<file path="src/rtl/sg_ring_dma.sv">
module sg_ring_dma #(
  parameter int AW = 8,
  parameter int CW = 8
) (
  input  logic          clk,
  input  logic          rst_n,
  input  logic          reg_wr,
  input  logic [1:0]    reg_addr,
  input  logic [31:0]   reg_wdata,
  output logic [31:0]   reg_rdata,
  output logic          mem_req,
  output logic          mem_we,
  output logic [AW-1:0] mem_addr,
  output logic [31:0]   mem_wdata,
  input  logic [31:0]   mem_rdata,
  output logic          st_valid,
  output logic          st_first,
  output logic          st_last,
  output logic [31:0]   st_data,
  output logic          irq
);
  localparam int LW = 16;
  localparam logic [AW-1:0] OFS_BUF = AW'(1);
  localparam logic [AW-1:0] OFS_LEN = AW'(2);
  localparam logic [AW-1:0] OFS_FLG = AW'(3);

  typedef enum logic [3:0] {S_IDLE, S_F0, S_F1, S_F2, S_F3, S_CHK, S_MOVE, S_WB, S_HALT} st_t;
  st_t state;

  logic [31:0]   ctrl;
  logic [AW-1:0] cur, tail, d_next, d_buf;
  logic [LW-1:0] d_len, idx;
  logic [31:0]   d_flg;
  logic          go_req;
  logic [CW-1:0] cnt, tmr;
  logic          s_coal, s_dly, s_err;

  wire wr_ctl  = reg_wr && reg_addr == 2'd0;
  wire wr_cur  = reg_wr && reg_addr == 2'd1;
  wire wr_tail = reg_wr && reg_addr == 2'd2;
  wire wr_stat = reg_wr && reg_addr == 2'd3;
  wire srst    = wr_ctl && reg_wdata[3];

  wire ctl_ie   = ctrl[0];
  wire ctl_dly  = ctrl[1];
  wire ctl_coal = ctrl[2];
  wire [CW-1:0] thr  = ctrl[16 +: CW];
  wire [CW-1:0] dval = ctrl[24 +: CW];

  wire last_desc = (cur == tail);
  wire more      = (idx < d_len);
  wire issue     = (state == S_MOVE) && more;
  wire evt       = (state == S_WB) && d_flg[1];
  wire [CW:0] cnt_inc = {1'b0, cnt} + (CW+1)'(1);
  wire set_coal  = evt && ctl_coal && (cnt_inc >= {1'b0, thr});
  wire set_dly   = !evt && ctl_dly && (cnt != '0) && (tmr == dval);
  wire set_err   = (state == S_CHK) && mem_rdata[31];

  always_comb begin
    mem_req   = 1'b0;
    mem_we    = 1'b0;
    mem_addr  = cur;
    mem_wdata = d_flg | 32'h8000_0000;
    case (state)
      S_F0:   mem_req = 1'b1;
      S_F1:   begin mem_req = 1'b1; mem_addr = cur + OFS_BUF; end
      S_F2:   begin mem_req = 1'b1; mem_addr = cur + OFS_LEN; end
      S_F3:   begin mem_req = 1'b1; mem_addr = cur + OFS_FLG; end
      S_MOVE: begin mem_req = more; mem_addr = d_buf + idx[AW-1:0]; end
      S_WB:   begin mem_req = 1'b1; mem_we = 1'b1; mem_addr = cur + OFS_FLG; end
      default: ;
    endcase
  end

  always_ff @(posedge clk or negedge rst_n) begin
    if (!rst_n) begin
      state <= S_IDLE;
      idx <= '0;
      d_next <= '0; d_buf <= '0; d_len <= '0; d_flg <= '0;
    end else if (srst) begin
      state <= S_IDLE;
      idx <= '0;
    end else begin
      case (state)
        S_IDLE: if (go_req) state <= S_F0;
        S_F0:   state <= S_F1;
        S_F1:   begin d_next <= mem_rdata[AW-1:0]; state <= S_F2; end
        S_F2:   begin d_buf <= mem_rdata[AW-1:0]; state <= S_F3; end
        S_F3:   begin d_len <= mem_rdata[LW-1:0]; state <= S_CHK; end
        S_CHK:  begin
          d_flg <= mem_rdata;
          idx <= '0;
          state <= mem_rdata[31] ? S_HALT : S_MOVE;
        end
        S_MOVE: if (more) idx <= idx + LW'(1); else state <= S_WB;
        S_WB:   state <= last_desc ? S_IDLE : S_F0;
        default: state <= S_HALT;
      endcase
    end
  end

  always_ff @(posedge clk or negedge rst_n) begin
    if (!rst_n) begin
      ctrl <= '0; cur <= '0; tail <= '0; go_req <= 1'b0;
    end else begin
      if (wr_ctl) ctrl <= reg_wdata & ~32'h8;
      if (wr_cur && state == S_IDLE) cur <= reg_wdata[AW-1:0];
      else if (state == S_WB) cur <= d_next;
      if (wr_tail) tail <= reg_wdata[AW-1:0];
      if (srst) go_req <= 1'b0;
      else if (wr_tail) go_req <= 1'b1;
      else if (state == S_IDLE || (state == S_WB && last_desc)) go_req <= 1'b0;
    end
  end

  always_ff @(posedge clk or negedge rst_n) begin
    if (!rst_n) begin
      st_valid <= 1'b0; st_first <= 1'b0; st_last <= 1'b0;
    end else begin
      st_valid <= issue;
      st_first <= issue && idx == '0 && d_flg[0];
      st_last  <= issue && idx == d_len - LW'(1) && d_flg[1];
    end
  end
  assign st_data = mem_rdata;

  always_ff @(posedge clk or negedge rst_n) begin
    if (!rst_n) begin
      cnt <= '0; tmr <= '0; s_coal <= 1'b0; s_dly <= 1'b0; s_err <= 1'b0;
    end else if (srst) begin
      cnt <= '0; tmr <= '0; s_coal <= 1'b0; s_dly <= 1'b0; s_err <= 1'b0;
    end else begin
      if (evt) cnt <= set_coal ? '0 : cnt_inc[CW-1:0];
      else if (set_dly) cnt <= '0;
      if (evt || set_dly) tmr <= '0;
      else if (ctl_dly && cnt != '0) tmr <= tmr + CW'(1);
      s_coal <= (s_coal && !(wr_stat && reg_wdata[0])) || set_coal;
      s_dly  <= (s_dly  && !(wr_stat && reg_wdata[1])) || set_dly;
      s_err  <= (s_err  && !(wr_stat && reg_wdata[7])) || set_err;
    end
  end

  assign irq = ctl_ie && (s_coal || s_dly || s_err);

  always_comb begin
    case (reg_addr)
      2'd0: reg_rdata = ctrl;
      2'd1: reg_rdata = 32'(cur);
      2'd2: reg_rdata = 32'(tail);
      default: reg_rdata = {24'd0, s_err, 5'd0, s_dly, s_coal};
    endcase
  end


  start_from_req_chk: assert property (@(posedge clk) disable iff (!rst_n)
    state == S_F0 |-> $past(go_req || state == S_WB));

  beat_after_move_chk: assert property (@(posedge clk) disable iff (!rst_n)
    st_valid |-> $past(state == S_MOVE));

  cur_move_chk: assert property (@(posedge clk) disable iff (!rst_n)
    !$stable(cur) |-> $past(state == S_WB || wr_cur));

  err_from_fetch_chk: assert property (@(posedge clk) disable iff (!rst_n)
    $rose(s_err) |-> $past(state == S_CHK));

  w1c_chk: assert property (@(posedge clk) disable iff (!rst_n)
    (wr_stat && reg_wdata[0] && !set_coal && !srst) |=> !s_coal);
endmodule

</file>
<file path="config.mk">
export PLATFORM = sky130hd
export DESIGN_NAME = sg_ring_dma
export DESIGN_NICKNAME = d
export VERILOG_FILES = /design/src/rtl/sg_ring_dma.sv
export SDC_FILE = /design/constraint.sdc
export NUM_CORES = 1
export LEC_CHECK = 0
export BUFFER_PORTS_ARGS = -buffer_cell sky130_fd_sc_hd__buf_2
export CAP_MARGIN = 10
export CORE_ASPECT_RATIO = 1.25
export CORE_MARGIN = 2
export CORE_UTILIZATION = 51
export CTS_CLUSTER_DIAMETER = 50
export CTS_CLUSTER_SIZE = 40
export DETAILED_ROUTE_END_ITERATION = 8
export PLACE_DENSITY = 0.86
export SYNTH_ARGS = -nofsm -noshare
export SYNTH_HDL_FRONTEND = slang
export SYNTH_SLANG_ARGS = --single-unit
</file>
<file path="constraint.sdc">
create_clock -name clk -period 2.8 [get_ports clk]
set_input_delay 0.56 -clock clk [delete_from_list [all_inputs] [get_ports clk]]
set_output_delay 0.56 -clock clk [all_outputs]
set_load 0.01 [all_outputs]
</file>
== Word level (Yosys, flattened, before mapping) ==
Cells that the tools add are included.

* Input bits: 69
* Logic and storage cells: 128
* Memories: 0
* Memory bits (writable): 0
* Output and inout bits: 110
* Bits in read-only memories: 0
* Register bits: 153
* Latch bits: 0

* Shifts and indexed selects: 0
* Bitwise logic cells: 1
* Divide/modulo/power cells: 0
* $mul: 0
* Magnitude comparators: 2
* Multiplexer cells: 28
* Reductions and logical operators: 55
* Equal/unequal tests: 16
* $add $sub $neg: 8

{| class="wikitable"
|+ Operator list
! cell !! number
|-
| $pmux W32 S3 || 1
|-
| $mux W8 || 9
|-
| $mux W16 || 2
|-
| $pmux W16 S2 || 1
|-
| $pmux W4 S8 || 1
|-
| $pmux W8 S4 || 1
|-
| $logic_and A1 B1 Y1 || 27
|-
| $add A16 B1 Y16 const B || 1
|-
| $add A8 B1 Y8 const B || 2
|-
| $add A8 B2 Y8 const B || 2
|-
| $eq A16 B16 Y1 || 1
|-
| $eq A4 B3 Y1 const B || 4
|-
| $eq A8 B8 Y1 || 2
|-
| $logic_not A16 Y1 || 1
|-
| $lt A16 B16 Y1 || 1
|-
| $mux W4 || 4
|-
| $sub A16 B1 Y16 const B || 1
|-
| $reduce_and A2 Y1 || 6
|-
| $reduce_bool A3 Y1 || 4
|-
| $add A8 B1 Y9 const B || 1
|-
| $ge A9 B8 Y1 || 1
|-
| $ne A3 B3 Y1 const B || 3
|-
| $add A8 B8 Y8 || 1
|-
| $eq A4 B2 Y1 const B || 2
|-
| 14 further kinds || 31
|}

== Longest topological paths before layout ==
Gate-level depths: netlist of run 1.

* Word-level depth: 9
* Depth in mapped cells: 12
* Depth with buffers taken out: 11

== Worst setup path before layout of run 1 ==
No wires, ideal clock.

* Kind: register to output
* Start: register state[2]
* End: output port mem_addr[6]
* Cell stages (with the launch flop): 10
* Arrival time: 2.373 ns
* Path slack: -0.133 ns
* Cells stage by stage: dfrtp_1 clkbuf_1 inv_1 nor4_1 inv_1 fa_1 o21ai_0 nand3_1 or4_1 o211ai_1

* Word-level cells in the longest chain between the ends: 3
* Elaborated cells between the ends (all ways): 7
* Classes of those cells: eq/ne (5); mux (1); reduce/logical (1)

{| class="wikitable"
|+ Ends and longest elaborated chain
! what !! RTL line !! source
|-
| start: declaration || 28 || <nowiki>st_t state;</nowiki>
|-
| start signal: assignment || 93 || <nowiki>state <= mem_rdata[31] ? S_HALT : S_MOVE;</nowiki>
|-
| start signal: assignment || 96 || <nowiki>S_WB: state <= last_desc ? S_IDLE : S_F0;</nowiki>
|-
| $eq A4 B3 Y1 || 64 || <nowiki>case (state)</nowiki>
|-
| $reduce_or A2 Y1 (no line) || -- ||
|-
| $pmux W8 S4 * || 64 ||
|-
| end: declaration || 13 || <nowiki>output logic [AW-1:0] mem_addr,</nowiki>
|}

Every way passes the cells marked *; elsewhere a longest branch is shown, timed or not.

== Worst setup path in the final report of run 1 ==
* Start: register state[1]
* End: output port mem_addr[7]

Same word-level chain as after synthesis.

==> flow_summary.yaml, run 1 <==
power:
  peakVddDrop_mv: 0.504
  p_clk_share_pct: 23.1
  pwr-share-comb_pct: 40.4
  power.switching_fraction_pct: 37.6
  p_seq_share_pct: 36.5
  cellLeakagePower_nw: 5.25
  power_switching_mw: 3.70
  internal-power_mw: 6.13
  power_mw: 9.83
  p_per_area_mw_per_mm2: 892
route:
  drtPass1Iterations: 5
  vias: 7788
  drcViolationCount: 0
  ant_nets: 0
  wl_per_cell_um: 18.0
  wirelength_mm: 24.0
  routed_via_density: 5.86
  drt_iter0_markers: 544
floorplan:
  die_x_um: 122
  core-area_mm2: 0.0173
  io_pins: 179
  fp-row-count: 54
  start_util_pct: 51.6
  die_y_um: 152
  die_area_mm2: 0.0186
grt:
  grt_use_total_pct: 25.4
  grt-busiest-layer: "met2"
  grt_use_met1_pct: 28.0
  grtUsageMet3_pct: 6.46
  grt_pass1_vias: 7760
  gr-total-overflow: 0
  grt_pass1_wl_mm: 37.6
  grt_use_met2_pct: 45.5
  grt_max_degree: 69
  antenna_found_initial: 1
cts:
  cts_buffer_depth: 2
  cts_made_buffers: 17
  root_buffer: "clkbuf_16"
  cts_sinks: 153
  clk_pin_slew_ns: 0.06
  worst_skew_pair.late_latency_ns: 0.43
  tritoncts: "built"
  htreeDepth: 4
critical_path:
  cp_max_fo: 5
  crit_type: "reg2out"
  startpoint_type: "flip-flop"
  crit_buf_inv: 1
  path_depth: 10
  cpPeakStageDelay_ns: 0.44
  critical_path.top_delay_family: "compound AO/OA/AOI/OAI gates"
  r2r_cells: 8
  critPathArrivalTime_ns: 2.70
  crit_chain: "nor2b_4, nor4_4, ha_1, a21oi_2, nor2b_2, a2bb2oi_2, a41oi_2, nand2_1, a32oi_1, buf_2"
  crit_slowest_cell: "dfrtp_2"
  end_kind: "output port"
  r2r_slack_ns: 0.11
  rr_endpoint: "st_last"
  required_ns: 2.24
  r2r_start: "d_len[1]"
timing:
  period_share_pct: 117
  fin_skew_ns: 0.0101
  setup-violations-final: 7
  worstMarginPinSlew_ns: 0.801
  period_needed_ns: 3.26
  slew-limit-headroom_pct: 46.4
  fmax_mhz: 306
  fin_ws_ns: -0.463
  grt_setup_unrepaired: "true"
  drv_slew: 0
  hold_viol: 0
final_layout:
  syn_to_final_growth_pct: 23.4
  design_area_mm2: 0.0110
  nets: 1202
  drive_gt1_share_pct: 36.9
worst_hold_path:
  hp-class: "in2async"
logic_synthesis:
  synth_async_sr_flop_share_pct: 100
  yosysTopAreaCell: "dfrtp_1"
  yosys_warnings: 0
  synth_seq_cells: 153
  syn_area_mm2: 0.00893
  netlist_top_cells_area: "dfrtp_1 (43%), mux2_2 (10%), ha_1 (5.5%)"
  synth.avg_cell_area_um2: 9.87
  syn_nets: 1015
  yosysTopAreaCellShare_pct: 42.9
  yosys.cell_count.top_type: "dfrtp_1"
  synthTopCellsByCount: "dfrtp_1 (153), nand2_1 (84), mux2_2 (79)"
  synth.distinct_cells: 65
  ys_seq_area_share_pct: 42.9
  synth_edf_count: 0
  synthFlopType: "dfrtp_1"
  synthCells: 905
place:
  place_congestion: 0.957
  io_buffers: 177
  dp_hpwl_mm: 17.2
  placed_area_mm2: 0.0101
  dpl_worst_slack_ns: -0.115
job:
  cap_violations: 0
outcome:
  status: "finished with violations"
  violations: "setup timing"
## sequential cells by signal, summed over array words and instances, names as in the netlist, 16 cells and up
signal,count
ctrl,31
d_flg,31
d_len,16
idx,16
## area by class of cell
cell class / instances / area [µm²]
clock inverters: 13 / 141
well taps: 224 / 280
diodes: 1 / 2.50
flip-flops and latches: 153 / 3830
repair buffers: 241 / 1420
fillers: 1347 / 6280
inverters: 51 / 191
multi-input cells: 628 / 4720
clock buffers: 19 / 433
## how the worst max path moves through the flow
stage,startpoint,endpoint,slack (ns)
CTS,state[0],mem_addr[6],-0.43
global route,state[1],mem_addr[7],-0.53
finish,state[1],mem_addr[7],-0.46
floorplan,state[0],mem_addr[6],0.005
global placement,state[0],mem_addr[6],-0.04
detailed placement,state[0],mem_addr[7],-0.12
## logic make-up (layout without fill, tap and decap cells)
| kind of cell | count (synthesis) | count (layout) | synth area share [%] |
|---|---|---|---|
| simple gates | 271 | 271 | 15.6 |
| compound gates | 174 | 175 | 12.2 |
| flops | 153 | 153 | 42.9 |
| buf+inv | 125 | 324 | 6.85 |
| mux | 88 | 88 | 11.4 |
| xor+xnor | 52 | 52 | 5.10 |
| fa+ha+maj | 41 | 41 | 5.91 |
| other cells | 1 | 2 | 0.0420 |
## power groups by stage
stage / Clock [mW] / Sequential, mW / Combinational [mW]
after floorplan: 0 / 3.51 / 2.32
after global placement: 0 / 3.53 / 3.38
after detailed placement: 0 / 3.58 / 3.52
after CTS: 2.30 / 3.56 / 3.71
after global routing: 2.39 / 3.67 / 4.34
final: 2.27 / 3.58 / 3.97
## stage by stage
| stage | hold slack (ns) | utilization, % | instances | setup TNS [ns] |
|---|---|---|---|---|
| after CTS | 0.158 | 62.3 | 1317 | -2.01 |
| after global placement | 0.479 | 58.2 | 1279 | -0.0385 |
| after detailed placement | 0.491 | 58.2 | 1279 | -0.211 |
| final | 0.135 | 63.7 | 1330 | -2.12 |
| after floorplan | 0.264 | - | 905 | 0 |
| after global routing | 0.182 | 63.7 | 1329 | -2.67 |
## per-layer routing
layer | routed length (µm) | share of wire [%]
met2 | 12600 | 53
met1 | 8610 | 36
met5 | 0 | 0
met3 | 1760 | 7.3
met4 | 979 | 4.1
## cells in the final DEF (no fill, tap or decap), types with 11 or more instances in the layout
cell type	n
a22oi_1	12
xnor2_1	21
nor2_1	41
buf_4	60
a21oi_1	21
inv_1	47
mux2_2	79
ha_1	35
buf_2	173
xor2_1	31
nor3_1	16
nand2_1	83
dfrtp_1	150
clkbuf_16	17
and2_1	24
and3_1	11
nand2b_1	11
o31ai_1	13
nand3_1	21
o21ai_0	67
## timing repair
item                       in CTS  in global routing
cloned                          0                  1
setup endpoints to repair       9                 31
hold buffers                    0                  0
pin swaps                       9                 24
setup buffers                   6                 11
resized for setup              21                 38
Power figures use the tool's default switching activity.
==> inputs of run 2 (changes only) <==
--- a/config.mk
+++ b/config.mk
@@ -5,6 +5,7 @@
 export SDC_FILE = /design/constraint.sdc
 export NUM_CORES = 1
 export LEC_CHECK = 0
+export ABC_AREA = 1
 export BUFFER_PORTS_ARGS = -buffer_cell sky130_fd_sc_hd__buf_2
 export CAP_MARGIN = 10
 export CORE_ASPECT_RATIO = 1.25
==> flow_summary.yaml, run 2 <==
outcome:
  status: "finished with violations"
  violations: "setup timing"
route:
  drtPass1Iterations: 5
  routed_via_density: 5.53
  vias: 8814
  wl_per_cell_um: 15.8
  drt_iter0_markers: 696
  drcViolationCount: 0
  wirelength_mm: 25.2
  ant_nets: 0
place:
  dp_hpwl_mm: 18.0
  io_buffers: 177
  placed_area_mm2: 0.0101
  place_inst: 1539
  dpl_worst_slack_ns: 0.135
  place_congestion: 0.956
logic_synthesis:
  synthCells: 1187
  synth_seq_cells: 153
  synth.avg_cell_area_um2: 7.75
  ys_seq_area_share_pct: 41.6
  yosysTopAreaCell: "dfrtp_1"
  syn_area_mm2: 0.00921
  synth_edf_count: 0
  yosys_warnings: 0
  synthTopCellsByCount: "nand2_1 (270), dfrtp_1 (153), inv_1 (140)"
  netlist_top_cells_area: "dfrtp_1 (42%), nand2_1 (11%), inv_1 (5.7%)"
  synthFlopType: "dfrtp_1"
  syn_nets: 1297
  yosysTopAreaCellShare_pct: 41.6
  synth.distinct_cells: 43
  synth_async_sr_flop_share_pct: 100
  yosys.cell_count.top_type: "nand2_1"
floorplan:
  io_pins: 179
  die_area_mm2: 0.0191
  start_util_pct: 52.4
  core-area_mm2: 0.0176
  die_x_um: 124
  fp-row-count: 54
  die_y_um: 154
critical_path:
  critPathArrivalTime_ns: 2.40
  r2r_slack_ns: 0.17
  cp_max_fo: 4
  worstSetupStartpoint: "state[0]"
  end_kind: "output port"
  required_ns: 2.24
  rr_endpoint: "cnt[6]"
  cpPeakStageDelay_ns: 0.45
  crit_end: "mem_addr[2]"
  cp_common_cell: "nor2_4"
  crit_chain: "inv_2, nand2_4, nor2_4, nor2_4, buf_4, fa_2, or2_2, nand3_1, nand4_1, buf_2"
  crit_type: "reg2out"
  crit_slowest_cell: "dfrtp_2"
  r2r_start: "cnt[0]"
  r2r_cells: 13
  startpoint_type: "flip-flop"
final_layout:
  finalCoreUtilization_pct: 62.8
  nets: 1467
  design_area_mm2: 0.0110
  drive_gt1_share_pct: 23.5
  syn_to_final_growth_pct: 19.8
  fillers: 1477
  final_cell_mix: "nand2_1 (262), buf_2 (176), dfrtp_1 (148), inv_1 (136), nor2_1 (125)"
  finalNonFillerCells: 1594
  num_antenna_cells: 0
  mostFrequentLayoutCell: "nand2_1"
  largestRegisters: "ctrl (31), d_flg (31)"
timing:
  drv_slew: 0
  fin_skew_ns: 0.0120
  finalSetupTns_ns: -0.443
  setup-violations-final: 6
  worst_hold_slack_ns: 0.0806
  period_share_pct: 106
  worstMarginPinSlew_ns: 0.763
  slew-limit-headroom_pct: 49.1
  grt_setup_unrepaired: "true"
  period_needed_ns: 2.96
  fin_ws_ns: -0.155
  fmax_mhz: 338
  hold_viol: 0
grt:
  grt_use_total_pct: 26.4
  gr-total-overflow: 0
  grt_max_degree: 63
  grt_pass1_vias: 8294
  grt_pass1_wl_mm: 39.9
  antenna_found_initial: 0
power:
  power_mw: 9.20
  p_per_area_mw_per_mm2: 834
  peakVddDrop_mv: 0.575
  cellLeakagePower_nw: 5.83
cts:
  holdBufCountCts: 0
  clk_pin_slew_ns: 0.07
  tritoncts: "built"
  htreeDepth: 4
  worst_skew_pair.late_latency_ns: 0.43
  cts_buffer_depth: 2
  root_buffer: "clkbuf_16"
  cts_made_buffers: 17
  cts_sinks: 153
job:
  cap_violations: 0
worst_hold_path:
  hp-class: "in2async"
==> run 2: where the power goes <==
group | internal (mW) | switching (mW)
registers | 2.82 | 0.584
logic | 1.46 | 2.14
clock network | 1.25 | 0.950
==> run 2: layout make-up <==
type / instances / area [µm²] / share of cell area, %
Multi-Input combinational cell: 824 / 4590 / 41.7
Sequential cell: 153 / 3830 / 34.8
Timing Repair Buffer: 216 / 1210 / 11.0
Inverter: 145 / 544 / 4.94
Clock buffer: 19 / 443 / 4.02
Tap cell: 224 / 280 / 2.54
Clock inverter: 13 / 120 / 1.09
==> run 2: how the worst min path moves through the flow <==
stage	endpoint	depth (start not counted)	start	slack, ns
2_1_floorplan	cnt[0]	0	rst_n	0.26
3_3_place_gp	d_flg[13]	2	d_flg[13]	0.46
3_5_place_dp	d_flg[12]	2	d_flg[12]	0.47
4_1_cts	cur[4]	1	rst_n	0.1
5_1_grt	tail[4]	1	rst_n	0.13
6_report	cur[6]	1	rst_n	0.08
==> run 2: logic make-up after synthesis <==
| group | count (synthesis) | synth area share, % |
|---|---|---|
| compound gates | 182 | 10.8 |
| xor+xnor | 42 | 4.00 |
| fa+ha+maj | 41 | 5.74 |
| buf+inv | 210 | 10.3 |
| flops | 153 | 41.6 |
| mux | 15 | 1.83 |
| other cells | 1 | 0.0407 |
| simple gates | 543 | 25.7 |
==> run 2: metal layers <==
layer,vias to the layer above,global-route usage (%),wire length (µm)
met2,428,44.3,12600
li1,4160,-,-
met5,-,0,0
met3,105,4.50,1540
met1,4121,32.4,9790
met4,0,13.1,1230
==> run 2: worst max-delay path, delay by kind of cell, from the launching register on <==
family	cells	cell delay [ns]
simple gates	6	0.76
flops	1	0.45
fa+ha+maj	1	0.37
buf+inv	3	0.39
==> run 2: timing repair <==
| action | in CTS | in global routing |
|---|---|---|
| buffers inserted | 9 | 14 |
| cloned | 0 | 0 |
| hold endpoints to repair | 0 | 0 |
| pin swaps | 2 | 14 |
| setup endpoints to repair | 7 | 16 |
| gates resized for setup | 21 | 23 |
==> inputs of run 3 (changes only) <==
--- a/config.mk
+++ b/config.mk
@@ -11,6 +11,7 @@
 export CORE_ASPECT_RATIO = 1.25
 export CORE_MARGIN = 2
 export CORE_UTILIZATION = 51
+export CTS_BUF_LIST = sky130_fd_sc_hd__clkbuf_16
 export CTS_CLUSTER_DIAMETER = 50
 export CTS_CLUSTER_SIZE = 40
 export DETAILED_ROUTE_END_ITERATION = 8
==> flow_summary.yaml, run 3 (same netlist as run 2, synthesis figures left out) <==
worst_hold_path:
  hp-class: "in2async"
final_layout:
  num_antenna_cells: 0
  syn_to_final_growth_pct: 19.6
  nets: 1467
  design_area_mm2: 0.0110
  drive_gt1_share_pct: 23.7
  final_cell_mix: "nand2_1 (260), buf_2 (176), dfrtp_1 (147), inv_1 (136), nor2_1 (125)"
  largestRegisters: "ctrl (31), d_flg (31)"
  fillers: 1478
  mostFrequentLayoutCell: "nand2_1"
critical_path:
  critPathArrivalTime_ns: 2.40
  required_ns: 2.24
  crit_type: "reg2out"
  startpoint_type: "flip-flop"
  cp_max_fo: 4
  end_kind: "output port"
grt:
  grt_pass1_wl_mm: 39.9
  gr-total-overflow: 0
  antenna_found_initial: 0
  grt_pass1_vias: 8320
  grt_use_met1_pct: 32.4
  grt_use_total_pct: 26.4
  grt-busiest-layer: "met2"
  grtUsageMet3_pct: 4.76
  grt_max_degree: 63
  grt_use_met2_pct: 44.0
cts:
  cts_buffer_depth: 2
  root_buffer: "clkbuf_16"
  tritoncts: "built"
  clk_pin_slew_ns: 0.06
  cts_sinks: 153
  htreeDepth: 4
  worst_skew_pair.late_latency_ns: 0.43
  cts_made_buffers: 17
  holdBufCountCts: 0
floorplan:
  fp-row-count: 54
  die_area_mm2: 0.0191
  start_util_pct: 52.4
  io_pins: 179
  die_x_um: 124
  die_y_um: 154
  core-area_mm2: 0.0176
timing:
  setup-violations-final: 5
  finalSetupTns_ns: -0.413
  fin_ws_ns: -0.159
  period_share_pct: 106
  hold_viol: 0
  worstMarginPinSlew_ns: 0.771
  fin_skew_ns: 0.00995
  slew-limit-headroom_pct: 48.6
  grt_setup_unrepaired: "true"
  drv_slew: 0
  period_needed_ns: 2.96
  fmax_mhz: 338
route:
  ant_nets: 0
  drcViolationCount: 0
  wl_per_cell_um: 15.8
  drt_iter0_markers: 680
  wirelength_mm: 25.2
  drtPass1Iterations: 9
  routed_via_density: 5.48
  vias: 8739
place:
  io_buffers: 177
  place_congestion: 0.956
  placed_area_mm2: 0.0101
  dp_hpwl_mm: 18.0
outcome:
  violations: "setup timing"
  status: "finished with violations"
power:
  p_per_area_mw_per_mm2: 832
  cellLeakagePower_nw: 5.83
  peakVddDrop_mv: 0.573
job:
  cap_violations: 0
## run 3: changes by cell type in the layout (fill, tap and decap cells not counted)
cell	before	now
nand2_1	262	260
nand2_2	7	9
clkbuf_1	1	0
clkbuf_8	1	0
clkinv_1	0	1
dfrtp_1	148	147
dfrtp_2	5	6
ha_2	0	1
ha_4	6	5
inv_2	9	10
## run 3: path summary, 6_finish.rpt
path | to | slack (ns) | startpoint | depth (start not counted)
worst max-delay path | mem_addr[2] | -0.16 | state[0] | 10
min in group clk | d_flg[16] | 0.38 | mem_rdata[16] | 2
worst min register to register | d_flg[12] | 0.49 | d_flg[12] | 2
max in group asynchronous | state[0] | 1.96 | rst_n | 2
worst max register to register | cnt[6] | 0.12 | cnt[0] | 13
worst min-delay path | cur[6] | 0.09 | rst_n | 1
## run 3: report_power, final
group | internal [mW] | switching (mW)
Sequential | 2.82 | 0.581
Clock | 1.22 | 0.945
Combinational | 1.46 | 2.14
## run 3: area by class of cell
cell class | instances | area, µm² | share of cell area (%)
Multi-Input combinational cell | 824 | 4590 | 41.7
Sequential cell | 153 | 3840 | 34.8
Timing Repair Buffer | 216 | 1210 | 11.0
Inverter | 145 | 544 | 4.94
Clock buffer | 17 | 425 | 3.86
Tap cell | 224 | 280 | 2.55
Clock inverter | 15 | 128 | 1.16
## run 3: critical path: stages (launching register included)
cell     delay (ns)
dfrtp_2        0.45
inv_2          0.10
nand2_4        0.06
nor2_4         0.13
nor2_4         0.06
buf_4          0.13
fa_2           0.37
or2_2          0.31
nand3_1        0.08
nand4_1        0.13
buf_2          0.16
## run 3: timing repair
action | CTS | global route
buffers inserted | 9 | 14
gates resized for setup | 21 | 26
pin swaps | 2 | 13
endpoints found under the setup margin | 7 | 16
cloned | 0 | 0
## run 3: metrics by stage
step	hold WS [ns]	cells	total power, mW	setup slack, ns	util [%]
floorplan	0.264	1187	5.51	0.386	-
global placement	0.465	1539	6.50	0.246	57.6
detailed placement	0.473	1539	6.63	0.135	57.6
CTS	0.0970	1580	8.97	-0.0423	61.5
global route	0.124	1594	9.79	-0.196	62.7
finish	0.0864	1594	9.17	-0.159	62.7
## run 3: per-layer routing
metal | wire (µm) | vias to the layer above
met4 | 1180 | 0
met2 | 12700 | 383
met5 | 0 | -
met3 | 1440 | 98
met1 | 9930 | 4101
li1 | - | 4157
